### src/rtl/gfc_pkg.sv
package gfc_pkg;

  // Low byte of the field polynomial x^8+x^4+x^3+x^2+1; bit 8 shifts out.
  localparam logic [7:0] GF_RED = 8'h1D;

  typedef enum logic [2:0] {
    ST_IDLE,
    ST_DREQ,
    ST_DLAT,
    ST_RUN,
    ST_DRAIN
  } ctl_state_t;

endpackage

### src/rtl/gfc_gf_mul.sv
module gfc_gf_mul
  import gfc_pkg::*;
(
  input  logic [7:0] mcand,
  input  logic [7:0] mplier,
  output logic [7:0] prod
);

  // Eight unrolled shift-and-add stages.
  always_comb begin
    logic [7:0] a_v;
    logic [7:0] b_v;
    logic [7:0] p_v;
    a_v = mcand;
    b_v = mplier;
    p_v = 8'h00;
    for (int i = 0; i < 8; i++) begin
      if (b_v[0]) p_v = p_v ^ a_v;
      if (a_v[7]) a_v = {a_v[6:0], 1'b0} ^ GF_RED;
      else        a_v = {a_v[6:0], 1'b0};
      b_v = {1'b0, b_v[7:1]};
    end
    prod = p_v;
  end

endmodule

### src/rtl/gfc_ctrl.sv
module gfc_ctrl
  import gfc_pkg::*;
#(
  parameter  int PKT_LEN   = 16,
  parameter  int CODED_N   = 4,
  parameter  int TILE_K    = 2,
  parameter  int NUM_BATCH = 4,
  parameter  int IDX_AW    = 8,
  parameter  int COEF_AW   = 10,
  localparam int PKT_W     = $clog2(PKT_LEN),
  localparam int CN_W      = $clog2(CODED_N),
  localparam int NB_W      = $clog2(NUM_BATCH),
  localparam int RES_AW    = $clog2(PKT_LEN * CODED_N * NUM_BATCH),
  localparam int OFF_W     = NB_W + 9
) (
  input  logic              clk,
  input  logic              rst_n,
  input  logic              start,
  input  logic [7:0]        deg_data,
  input  logic              pipe_busy,
  output logic              busy,
  output logic              done,
  output logic [NB_W-1:0]   deg_addr,
  output logic [IDX_AW-1:0] idx_addr,
  output logic [COEF_AW-1:0] coef_addr,
  output logic              iss_valid,
  output logic              iss_term,
  output logic              iss_first,
  output logic              iss_last,
  output logic [PKT_W-1:0]  iss_pos,
  output logic [RES_AW-1:0] iss_res
);

  localparam int CL_W = OFF_W + CN_W + 1;
  localparam logic [PKT_W-1:0] M_LAST = PKT_W'(PKT_LEN - 1);
  localparam logic [CN_W-1:0]  N_LAST = CN_W'(CODED_N - 1);
  localparam logic [NB_W-1:0]  B_LAST = NB_W'(NUM_BATCH - 1);

  ctl_state_t          state_q, state_d;
  logic [NB_W-1:0]     bat_q, bat_d;
  logic [OFF_W-1:0]    off_q, off_d;
  logic [7:0]          deg_q, deg_d;
  logic [7:0]          terms_q, terms_d;
  logic [7:0]          k_q, k_d;
  logic [PKT_W-1:0]    m_q, m_d;
  logic [CN_W-1:0]     n_q, n_d;
  logic [RES_AW-1:0]   res_q, res_d;
  logic                done_q, done_d;
  logic [IDX_AW-1:0]   idx_q, idx_d;
  logic [COEF_AW-1:0]  coef_q, coef_d;
  logic                iv_q, iv_d, it_q, it_d, if_q, if_d, il_q, il_d;
  logic [PKT_W-1:0]    ip_q, ip_d;
  logic [RES_AW-1:0]   ir_q, ir_d;

  logic [7:0]          kmax;
  logic [OFF_W-1:0]    term_idx;
  logic [CL_W-1:0]     coef_lin;

  assign kmax     = (terms_q == 8'd0) ? 8'd0 : terms_q - 8'd1;
  assign term_idx = off_q + OFF_W'(k_q);
  assign coef_lin = CL_W'(term_idx) * CL_W'(CODED_N) + CL_W'(n_q);

  // Next-state logic
  always_comb begin
    state_d = state_q;
    bat_d   = bat_q;
    off_d   = off_q;
    deg_d   = deg_q;
    terms_d = terms_q;
    k_d     = k_q;
    m_d     = m_q;
    n_d     = n_q;
    res_d   = res_q;
    done_d  = 1'b0;
    idx_d   = idx_q;
    coef_d  = coef_q;
    iv_d    = 1'b0;
    it_d    = it_q;
    if_d    = if_q;
    il_d    = il_q;
    ip_d    = ip_q;
    ir_d    = ir_q;
    unique case (state_q)
      ST_IDLE: begin
        if (start) begin
          state_d = ST_DREQ;
          bat_d   = '0;
          off_d   = '0;
          res_d   = '0;
        end
      end
      ST_DREQ: state_d = ST_DLAT;
      ST_DLAT: begin
        deg_d   = deg_data;
        terms_d = 8'((int'(deg_data) / TILE_K) * TILE_K);
        k_d     = '0;
        m_d     = '0;
        n_d     = '0;
        state_d = ST_RUN;
      end
      ST_RUN: begin
        iv_d   = 1'b1;
        it_d   = (terms_q != 8'd0);
        if_d   = (k_q == 8'd0);
        il_d   = (k_q == kmax);
        ip_d   = m_q;
        ir_d   = res_q;
        idx_d  = IDX_AW'(term_idx);
        coef_d = COEF_AW'(coef_lin);
        if (k_q == kmax) begin
          k_d   = '0;
          res_d = res_q + 1'b1;
          if (m_q == M_LAST) begin
            m_d = '0;
            if (n_q == N_LAST) begin
              n_d   = '0;
              off_d = off_q + OFF_W'(deg_q);
              if (bat_q == B_LAST) begin
                state_d = ST_DRAIN;
              end else begin
                bat_d   = bat_q + 1'b1;
                state_d = ST_DREQ;
              end
            end else begin
              n_d = n_q + 1'b1;
            end
          end else begin
            m_d = m_q + 1'b1;
          end
        end else begin
          k_d = k_q + 8'd1;
        end
      end
      ST_DRAIN: begin
        if (!pipe_busy && !iv_q) begin
          state_d = ST_IDLE;
          done_d  = 1'b1;
        end
      end
      default: state_d = ST_IDLE;
    endcase
  end

  // Registers
  always_ff @(posedge clk or negedge rst_n) begin
    if (!rst_n) begin
      state_q <= ST_IDLE;
      bat_q   <= '0;
      off_q   <= '0;
      deg_q   <= '0;
      terms_q <= '0;
      k_q     <= '0;
      m_q     <= '0;
      n_q     <= '0;
      res_q   <= '0;
      done_q  <= 1'b0;
      idx_q   <= '0;
      coef_q  <= '0;
      iv_q    <= 1'b0;
      it_q    <= 1'b0;
      if_q    <= 1'b0;
      il_q    <= 1'b0;
      ip_q    <= '0;
      ir_q    <= '0;
    end else begin
      state_q <= state_d;
      bat_q   <= bat_d;
      off_q   <= off_d;
      deg_q   <= deg_d;
      terms_q <= terms_d;
      k_q     <= k_d;
      m_q     <= m_d;
      n_q     <= n_d;
      res_q   <= res_d;
      done_q  <= done_d;
      iv_q    <= iv_d;
      if (iv_d) begin
        idx_q  <= idx_d;
        coef_q <= coef_d;
        it_q   <= it_d;
        if_q   <= if_d;
        il_q   <= il_d;
        ip_q   <= ip_d;
        ir_q   <= ir_d;
      end
    end
  end

  assign busy      = (state_q != ST_IDLE);
  assign done      = done_q;
  assign deg_addr  = bat_q;
  assign idx_addr  = idx_q;
  assign coef_addr = coef_q;
  assign iss_valid = iv_q;
  assign iss_term  = it_q;
  assign iss_first = if_q;
  assign iss_last  = il_q;
  assign iss_pos   = ip_q;
  assign iss_res   = ir_q;

endmodule

### src/rtl/gfc_gather.sv
module gfc_gather #(
  parameter  int PKT_LEN   = 16,
  parameter  int CODED_N   = 4,
  parameter  int NUM_BATCH = 4,
  localparam int PKT_W     = $clog2(PKT_LEN),
  localparam int PKT_AW    = 8 + PKT_W,
  localparam int RES_AW    = $clog2(PKT_LEN * CODED_N * NUM_BATCH)
) (
  input  logic              clk,
  input  logic              rst_n,
  input  logic              iss_valid,
  input  logic              iss_term,
  input  logic              iss_first,
  input  logic              iss_last,
  input  logic [PKT_W-1:0]  iss_pos,
  input  logic [RES_AW-1:0] iss_res,
  input  logic [7:0]        idx_data,
  input  logic [7:0]        coef_data,
  input  logic [7:0]        pkt_data,
  output logic [PKT_AW-1:0] pkt_addr,
  output logic              pipe_busy,
  output logic              res_we,
  output logic [RES_AW-1:0] res_addr,
  output logic [7:0]        res_data
);

  // Stage 2: packet number and coefficient arrive.
  logic              s2_v_q, s2_t_q, s2_f_q, s2_l_q;
  logic [PKT_W-1:0]  s2_pos_q;
  logic [RES_AW-1:0] s2_res_q;
  // Stage 3: source byte arrives, multiply and accumulate.
  logic              s3_v_q, s3_t_q, s3_f_q, s3_l_q;
  logic [RES_AW-1:0] s3_res_q;
  logic [7:0]        s3_coef_q;
  logic [7:0]        acc_q;
  logic              we_q;
  logic [RES_AW-1:0] waddr_q;
  logic [7:0]        wdata_q;

  logic [7:0]        prod;
  logic [7:0]        term_val;
  logic [7:0]        sum_d;

  assign pkt_addr = PKT_AW'(idx_data) * PKT_AW'(PKT_LEN) + PKT_AW'(s2_pos_q);

  gfc_gf_mul u_mul (
    .mcand (pkt_data),
    .mplier(s3_coef_q),
    .prod  (prod)
  );

  always_comb begin
    term_val = s3_t_q ? prod : 8'h00;
    sum_d    = term_val ^ (s3_f_q ? 8'h00 : acc_q);
  end

  always_ff @(posedge clk or negedge rst_n) begin
    if (!rst_n) begin
      s2_v_q    <= 1'b0;
      s2_t_q    <= 1'b0;
      s2_f_q    <= 1'b0;
      s2_l_q    <= 1'b0;
      s2_pos_q  <= '0;
      s2_res_q  <= '0;
      s3_v_q    <= 1'b0;
      s3_t_q    <= 1'b0;
      s3_f_q    <= 1'b0;
      s3_l_q    <= 1'b0;
      s3_res_q  <= '0;
      s3_coef_q <= '0;
      acc_q     <= '0;
      we_q      <= 1'b0;
      waddr_q   <= '0;
      wdata_q   <= '0;
    end else begin
      s2_v_q <= iss_valid;
      if (iss_valid) begin
        s2_t_q   <= iss_term;
        s2_f_q   <= iss_first;
        s2_l_q   <= iss_last;
        s2_pos_q <= iss_pos;
        s2_res_q <= iss_res;
      end
      s3_v_q <= s2_v_q;
      if (s2_v_q) begin
        s3_t_q    <= s2_t_q;
        s3_f_q    <= s2_f_q;
        s3_l_q    <= s2_l_q;
        s3_res_q  <= s2_res_q;
        s3_coef_q <= coef_data;
      end
      if (s3_v_q) acc_q <= sum_d;
      we_q <= s3_v_q && s3_l_q;
      if (s3_v_q && s3_l_q) begin
        waddr_q <= s3_res_q;
        wdata_q <= sum_d;
      end
    end
  end

  assign pipe_busy = s2_v_q | s3_v_q;
  assign res_we    = we_q;
  assign res_addr  = waddr_q;
  assign res_data  = wdata_q;

endmodule

### src/rtl/gfc_combiner.sv
module gfc_combiner #(
  parameter  int PKT_LEN   = 16,
  parameter  int CODED_N   = 4,
  parameter  int TILE_K    = 2,
  parameter  int NUM_BATCH = 4,
  parameter  int IDX_AW    = 8,
  parameter  int COEF_AW   = 10,
  localparam int PKT_W     = $clog2(PKT_LEN),
  localparam int NB_W      = $clog2(NUM_BATCH),
  localparam int PKT_AW    = 8 + PKT_W,
  localparam int RES_AW    = $clog2(PKT_LEN * CODED_N * NUM_BATCH)
) (
  input  logic               clk,
  input  logic               rst_n,
  input  logic               start,
  output logic               busy,
  output logic               done,
  output logic [NB_W-1:0]    deg_addr,
  input  logic [7:0]         deg_data,
  output logic [IDX_AW-1:0]  idx_addr,
  input  logic [7:0]         idx_data,
  output logic [COEF_AW-1:0] coef_addr,
  input  logic [7:0]         coef_data,
  output logic [PKT_AW-1:0]  pkt_addr,
  input  logic [7:0]         pkt_data,
  output logic               res_we,
  output logic [RES_AW-1:0]  res_addr,
  output logic [7:0]         res_data
);

  // Reset asserts asynchronously and releases on the clock.
  logic [1:0] rst_sync_q;
  logic       rst_int_n;

  always_ff @(posedge clk or negedge rst_n) begin
    if (!rst_n) rst_sync_q <= 2'b00;
    else        rst_sync_q <= {rst_sync_q[0], 1'b1};
  end
  assign rst_int_n = rst_sync_q[1];

  logic              pipe_busy;
  logic              iss_valid, iss_term, iss_first, iss_last;
  logic [PKT_W-1:0]  iss_pos;
  logic [RES_AW-1:0] iss_res;

  gfc_ctrl #(
    .PKT_LEN  (PKT_LEN),
    .CODED_N  (CODED_N),
    .TILE_K   (TILE_K),
    .NUM_BATCH(NUM_BATCH),
    .IDX_AW   (IDX_AW),
    .COEF_AW  (COEF_AW)
  ) u_ctrl (
    .clk      (clk),
    .rst_n    (rst_int_n),
    .start    (start),
    .deg_data (deg_data),
    .pipe_busy(pipe_busy),
    .busy     (busy),
    .done     (done),
    .deg_addr (deg_addr),
    .idx_addr (idx_addr),
    .coef_addr(coef_addr),
    .iss_valid(iss_valid),
    .iss_term (iss_term),
    .iss_first(iss_first),
    .iss_last (iss_last),
    .iss_pos  (iss_pos),
    .iss_res  (iss_res)
  );

  gfc_gather #(
    .PKT_LEN  (PKT_LEN),
    .CODED_N  (CODED_N),
    .NUM_BATCH(NUM_BATCH)
  ) u_gather (
    .clk      (clk),
    .rst_n    (rst_int_n),
    .iss_valid(iss_valid),
    .iss_term (iss_term),
    .iss_first(iss_first),
    .iss_last (iss_last),
    .iss_pos  (iss_pos),
    .iss_res  (iss_res),
    .idx_data (idx_data),
    .coef_data(coef_data),
    .pkt_data (pkt_data),
    .pkt_addr (pkt_addr),
    .pipe_busy(pipe_busy),
    .res_we   (res_we),
    .res_addr (res_addr),
    .res_data (res_data)
  );

endmodule

### config.mk
export PLATFORM = sky130hd
export DESIGN_NAME = gfc_combiner
export DESIGN_NICKNAME = d
export VERILOG_FILES = /design/src/rtl/gfc_pkg.sv /design/src/rtl/gfc_gf_mul.sv /design/src/rtl/gfc_ctrl.sv /design/src/rtl/gfc_gather.sv /design/src/rtl/gfc_combiner.sv
export SDC_FILE = /design/constraint.sdc
export NUM_CORES = 1
export LEC_CHECK = 0
export ABC_AREA = 0
export CAP_MARGIN = 20
export CORE_UTILIZATION = 30
export DETAILED_ROUTE_END_ITERATION = 7
export GPL_TIMING_DRIVEN = 0
export PLACE_DENSITY = 0.6
export REMOVE_ABC_BUFFERS = 1
export SYNTH_ARGS = -nofsm -noshare
export SYNTH_HDL_FRONTEND = slang
export SYNTH_HIERARCHICAL = 1
export SYNTH_SLANG_ARGS = --single-unit
### constraint.sdc
create_clock -name clk -period 4.25 [get_ports clk]
set_input_delay 0.85 -clock clk [delete_from_list [all_inputs] [get_ports clk]]
set_output_delay 0.85 -clock clk [all_outputs]
set_load 0.03 [all_outputs]
# Word level (Yosys, flattened, before mapping)
# Cells that the tools add are included.
# Widths: inputs -> output; s select.
word_totals:
  ff_bits: 151
  out_inout_bits: 51
  inputBits: 35
classes:
  n_eq_ne: 14
  bitwise_logic: 16
  muxes: 51
  reduce_logical: 18
  addsub: 10
ops:
  columns: ["op", "count"]
  rows:
  - ["$mux 8", 14]
  - ["$xor 8x8->8", 8]
  - ["$mux 11", 4]
  - ["$mux 5", 7]
  - ["$pmux 8 s2", 2]
  - ["$not 4->4", 7]
  - ["$pmux 11 s2", 1]
  - ["$mux 3", 6]
  - ["$add 8x1->8 const B", 2]
  - ["$logic_not 8->1", 2]
  - ["$mux 2", 8]
  - ["$pmux 3 s5", 1]
  - ["$add 12x4->12", 1]
  - ["$add 11x8->11", 1]
  - ["$add 10x2->10", 1]
  - ["$reduce_and 5->1", 2]
  - ["$add 8x8->8", 1]
  - ["$eq 8x8->1", 1]
  - ["$mux 4", 2]
  - ["$ne 2x1->1 const B", 4]
  - ["$pmux 2 s2", 2]
  - ["$pmux 4 s2", 1]
  - ["$reduce_bool 8->1", 1]
  - ["$sub 8x1->8 const B", 1]
  - ["other kinds (18)", 29]

# Longest topological paths before layout
logic_depth:
  ltp_word: 18
  ltp_mapped: 11

# Cells and area by module
# Netlist, hierarchy kept.
modules_own_cells:
  columns: ["mod", "n_inst", "seq_area_each_um2", "area_each_um2", "cells_per_inst"]
  rows:
  - ["gfc_ctrl", 1, 1751.7, 4030.1, 432]
  - ["gfc_gather", 1, 1526.5, 2527.4, 182]
  - ["gfc_gf_mul", 1, 0.0, 1174.9, 165]
  - ["gfc_combiner", 1, 50.0, 53.8, 3]

# Worst setup path after synthesis
# No wires, ideal clock.
synth_path:
  path_kind: "register -> register"
  startpoint: "register u_ctrl.deg_q[1]"
  endpoint: "register u_ctrl.off_q[2]"
  period_less_slack_ps: 3227
  setup_slack_ps: 1023
  arrival_time_ps: 3106
  path_stages_with_launch: 10
  path_cell_list: "dfrtp_1 -> inv_1 -> ha_1 -> or4b_4 -> or4_1 -> a21o_1 -> a2111oi_4 -> nand2_4 -> a221o_1 -> a22o_1"
synth_via:
  elab_chain_len: 5
synth_rtl:
  columns: ["element", "line", "rtl"]
  rows:
  - ["start, declared", "gfc_ctrl.sv:42", "logic [7:0] deg_q, deg_d;"]
  - ["start signal, assigned", "gfc_ctrl.sv:169", "deg_q <= deg_d;"]
  - ["$add 11x8->11", "gfc_ctrl.sv:117", "off_d = off_q + OFF_W'(deg_q);"]
  - ["$mux 11", "gfc_ctrl.sv:115", "if (n_q == N_LAST) begin"]
  - ["$mux 11", "gfc_ctrl.sv:113", "if (m_q == M_LAST) begin"]
  - ["$mux 11", "gfc_ctrl.sv:110", "if (k_q == kmax) begin"]
  - ["$pmux 11 s2", "gfc_ctrl.sv:83", "unique case (state_q)"]
  - ["end signal, assigned", "gfc_ctrl.sv:149", "off_q <= '0;"]
  - ["end signal, assigned", "gfc_ctrl.sv:168", "off_q <= off_d;"]
  - ["end, declared", "gfc_ctrl.sv:41", "logic [OFF_W-1:0] off_q, off_d;"]
# No other way between the ends. The select of a mux whose other input is x is not followed.
# A chain may end at the register's enable or synchronous reset.

# Worst setup path after layout
layout_path:
  startpoint: "register u_ctrl.deg_q[1]"
  endpoint: "register u_ctrl.off_q[3]"
# Same word-level chain as after synthesis.

==> flow_summary_export.csv <==
group,metric,value,unit
outcome,status,"finished, final reports clean",
global_route,grt_pass1_wl,28000,um
routing,firstDrtPassIters,5,
clock_tree,ctsHoldBuffers,0,
yosys,ys_warn_count,6,
routing,postRouteAntennaNets,0,
die,die_h,163,um
clock_tree,cts_setup_buffers,0,
die,io_pins,86,
sta,setup_slack,0.238,ns
yosys,synth-adder-area-share,3.89,%
routing,vias,5509,
sta,relSlewSlack,36.8,%
yosys,synth_flop_cell,"dfrtp_1",
yosys,avgSynthCellArea,9.96,um^2
sta,whs,0.207,ns
routing,drt_iter0_drc,226,
clock_tree,cts_tree,"built",
die,coreArea,25300,um^2
die,rows,58,
yosys,seq_area_frac_synth,42.7,%
critical_path,worstPathArrival,4.31,ns
clock_tree,cts_made_buffers,17,
clock_tree,cts_resized,0,
yosys,synthArstFlopShare,100,%
die,fp.dieW,163,um
yosys,ys_types,65,
yosys,synthMuxAreaShare,8.31,%
cells_and_area,final_nets,870,
clock_tree,cts.sinks,133,
sta,finalHoldViolCount,0,
cells_and_area,fillCellCount,2512,
yosys,yosys.area_share.simple,15.3,%
sta,max_freq,0.249,GHz
clock_tree,insertion_delay,0.42,ns
sta,drv_slew,0,
placement,dp_cells,1123,
placement,place_ws,0.285,ns
power_and_ir_drop,vdd.ir_drop.worst,0.200,mV
routing,wl,16500,um
global_route,antenna_found_initial,0,
cells_and_area,layout_commonest_cell,"nand2_1",
cells_and_area,drive_gt1_share,13.3,%
sta,clock_skew,0.0117,ns
cells_and_area,areaGrowthSynthToFinish,18.6,%
sta,tightest_slew,0.948,ns
yosys,netlist_instances,782,
global_route,grt_overflow,0,
die,start_util,30.7,%
critical_path,ff2ff_path_depth,9,
sta,rsz0062_at_grt,"false",
clock_tree,htree_levels,4,
critical_path,end_kind,"flop",
cells_and_area,fin_cells,1155,
global_route,grt_max_degree,62,
sta,finalSetupViolCount,0,
yosys,syn_area,7790,um^2
placement,routabilityCongestion,0.788,
sta,fin_crit_sh,94.4,%
cells_and_area,postLayoutCoreUtil,36.5,%
cells_and_area,layout_common_cells,"nand2_1 (147), dfrtp_1 (132), xnor2_1 (74), clkdlybuf4s50_1 (69), mux2_2 (48)",
critical_path,timing.rr.start,"u_ctrl/deg_q[1]",
critical_path,crit_type,"flop to flop",
critical_path,cp_max_fo,23,
yosys,synth-xor-area-share,12.9,%
critical_path,rrSetupSlack,0.24,ns
clock_tree,clkTransAtPathRegs,0.06,ns
critical_path,crit_required,4.55,ns
power_and_ir_drop,p_leak,3.78,nW
critical_path,reg2reg_to,"u_ctrl/off_q[3]",
min_path,hp-class,"flop to asynchronous set/reset pin",
routing,via_per_inst,4.77,
yosys,synth_top_family_by_area,"simple AND/OR/NAND/NOR gates",
yosys,ys_seq_elements,133,
global_route,grt_pass1_vias,5505,
job,cap_violations,0,
cells_and_area,num_antenna_cells,0,
routing,wire_per_inst,14.3,um
clock_tree,cts.path.max_buffers,2,
power_and_ir_drop,p_per_area,508,nW/um^2
clock_tree,root_buffer,"clkbuf_16",
placement,portBuffers,69,
placement,hpwl,11500,um
power_and_ir_drop,total_power,4.69,mW
die,dieArea,26600,um^2
yosys,synth_compound_area_share,11.7,%
sta,fin_crit,4.01,ns
critical_path,startpoint_type,"flop",
yosys,synth-edff-count,0,
global_route,grt_util_all_layers,13.3,%
routing,drc,0,
[metrics by stage]
stage,setup TNS (ns),cell area (um^2)
3_5_place_dp,0,8600
4_1_cts,0,9230
2_1_floorplan,0,7440
6_report,0,9230
3_3_place_gp,-188.99,8540
5_1_grt,0,9230
[report_power, final]
part / total [mW] / switching [mW] / internal (mW)
Clock: 1.59 / 0.582 / 1.00
Combinational: 1.42 / 0.734 / 0.688
Sequential: 1.68 / 0.217 / 1.46
Total: 4.69 / 1.53 / 3.15
[worst max path at each step]
stage | endpoint | cells after the start | start | slack (ns)
floorplan | u_ctrl/coef_addr[0] | 0 | rst_sync_q[1] | 0.27
global placement | u_gather/res_data[4] | 0 | rst_sync_q[1] | -1.45
detailed placement | u_ctrl/off_q[3] | 9 | u_ctrl/deg_q[1] | 0.29
CTS | u_ctrl/off_q[3] | 9 | u_ctrl/deg_q[1] | 0.27
global route | u_ctrl/off_q[3] | 9 | u_ctrl/deg_q[1] | 0.08
finish | u_ctrl/off_q[3] | 9 | u_ctrl/deg_q[1] | 0.24
[cell type report]
type,instances,area (um^2),share of cell area (%)
inverters,14,52.6,0.569
clock buffers,18,439,4.76
well taps,330,413,4.47
clock inverters,14,196,2.13
flip-flops and latches,133,3330,36.1
multi-input cells,575,4060,43.9
repair buffers,71,746,8.08
[cell usage after synthesis (2+ instances only)]
master	count	share of area [%]
nor3_1	13	0.84
a32oi_1	2	0.23
a21o_1	10	0.96
a22oi_1	9	0.87
o21ai_0	40	2.6
o211ai_1	4	0.39
a21oi_1	11	0.71
nand2_2	2	0.16
and2_1	2	0.16
mux2i_1	5	0.64
buf_6	4	0.58
a2111oi_4	2	0.71
or4_1	5	0.48
and2_2	6	0.58
xor2_1	23	2.6
or3_1	5	0.40
buf_4	23	2.2
inv_1	13	0.63
a31oi_1	13	1.0
buf_2	7	0.45
mux2_4	3	0.58
xnor2_1	74	8.3
buf_1	2	0.096
nand4_1	3	0.24
nor2b_1	17	1.4
ha_1	21	3.4
o311ai_0	4	0.45
nand2b_1	6	0.48
clkbuf_1	24	1.2
nor4_1	3	0.24
nand3_1	17	1.1
mux2_2	48	6.9
nor2_1	28	1.3
xor2_4	3	1.1
or2_2	2	0.16
xor2_2	3	0.63
o21a_1	5	0.48
fa_1	2	0.51
a22o_1	10	1.1
o22ai_1	5	0.40
nand2_1	147	7.1
dfrtp_1	133	43
[sequential cells by signal, indices dropped and copies added (netlist names), 3 cells and up]
| signal | count |
|---|---|
| u_gather/s3_res_q | 8 |
| u_gather/s2_pos_q | 4 |
| u_gather/res_data | 8 |
| u_ctrl/state_q | 3 |
| u_ctrl/res_q | 8 |
| u_ctrl/idx_addr | 8 |
| u_gather/s3_coef_q | 8 |
| u_ctrl/deg_q | 8 |
| u_ctrl/iss_res | 8 |
| u_ctrl/m_q | 4 |
| u_ctrl/off_q | 8 |
| u_ctrl/iss_pos | 4 |
| u_gather/s2_res_q | 8 |
| u_gather/res_addr | 8 |
| u_gather/acc_q | 8 |
| u_ctrl/k_q | 8 |
[logic make-up after synthesis]
logic type	Yosys count
and+or+nand+nor	261
DFF	133
AOI/OAI and AO/OA	129
xor gates and xnor gates	104
buffers and inverters	74
muxes	57
adders and majority gates	23
other	1
[critical path, cell delays in order (launching register included)]
cell       delay (ns)
dfrtp_1          0.49
inv_1            0.12
ha_1             0.21
or4b_4           0.50
or4_1            0.41
a21o_1           0.22
a2111oi_4        0.74
nand2_4          0.34
a221o_1          0.57
a22o_1           0.28
[layer usage]
layer / part of all wire (%) / track usage (%) / wire (um) / vias to the layer above
li1: - / - / - / 2720
met1: 46 / 16.7 / 7580 / 2704
met2: 50 / 22.2 / 8270 / 79
met3: 3.3 / 3.68 / 544 / 6
met4: 0.60 / 3.53 / 99 / 0
met5: 0 / 0 / 0 / -
No activity file was read; power rests on OpenSTA's default activity.
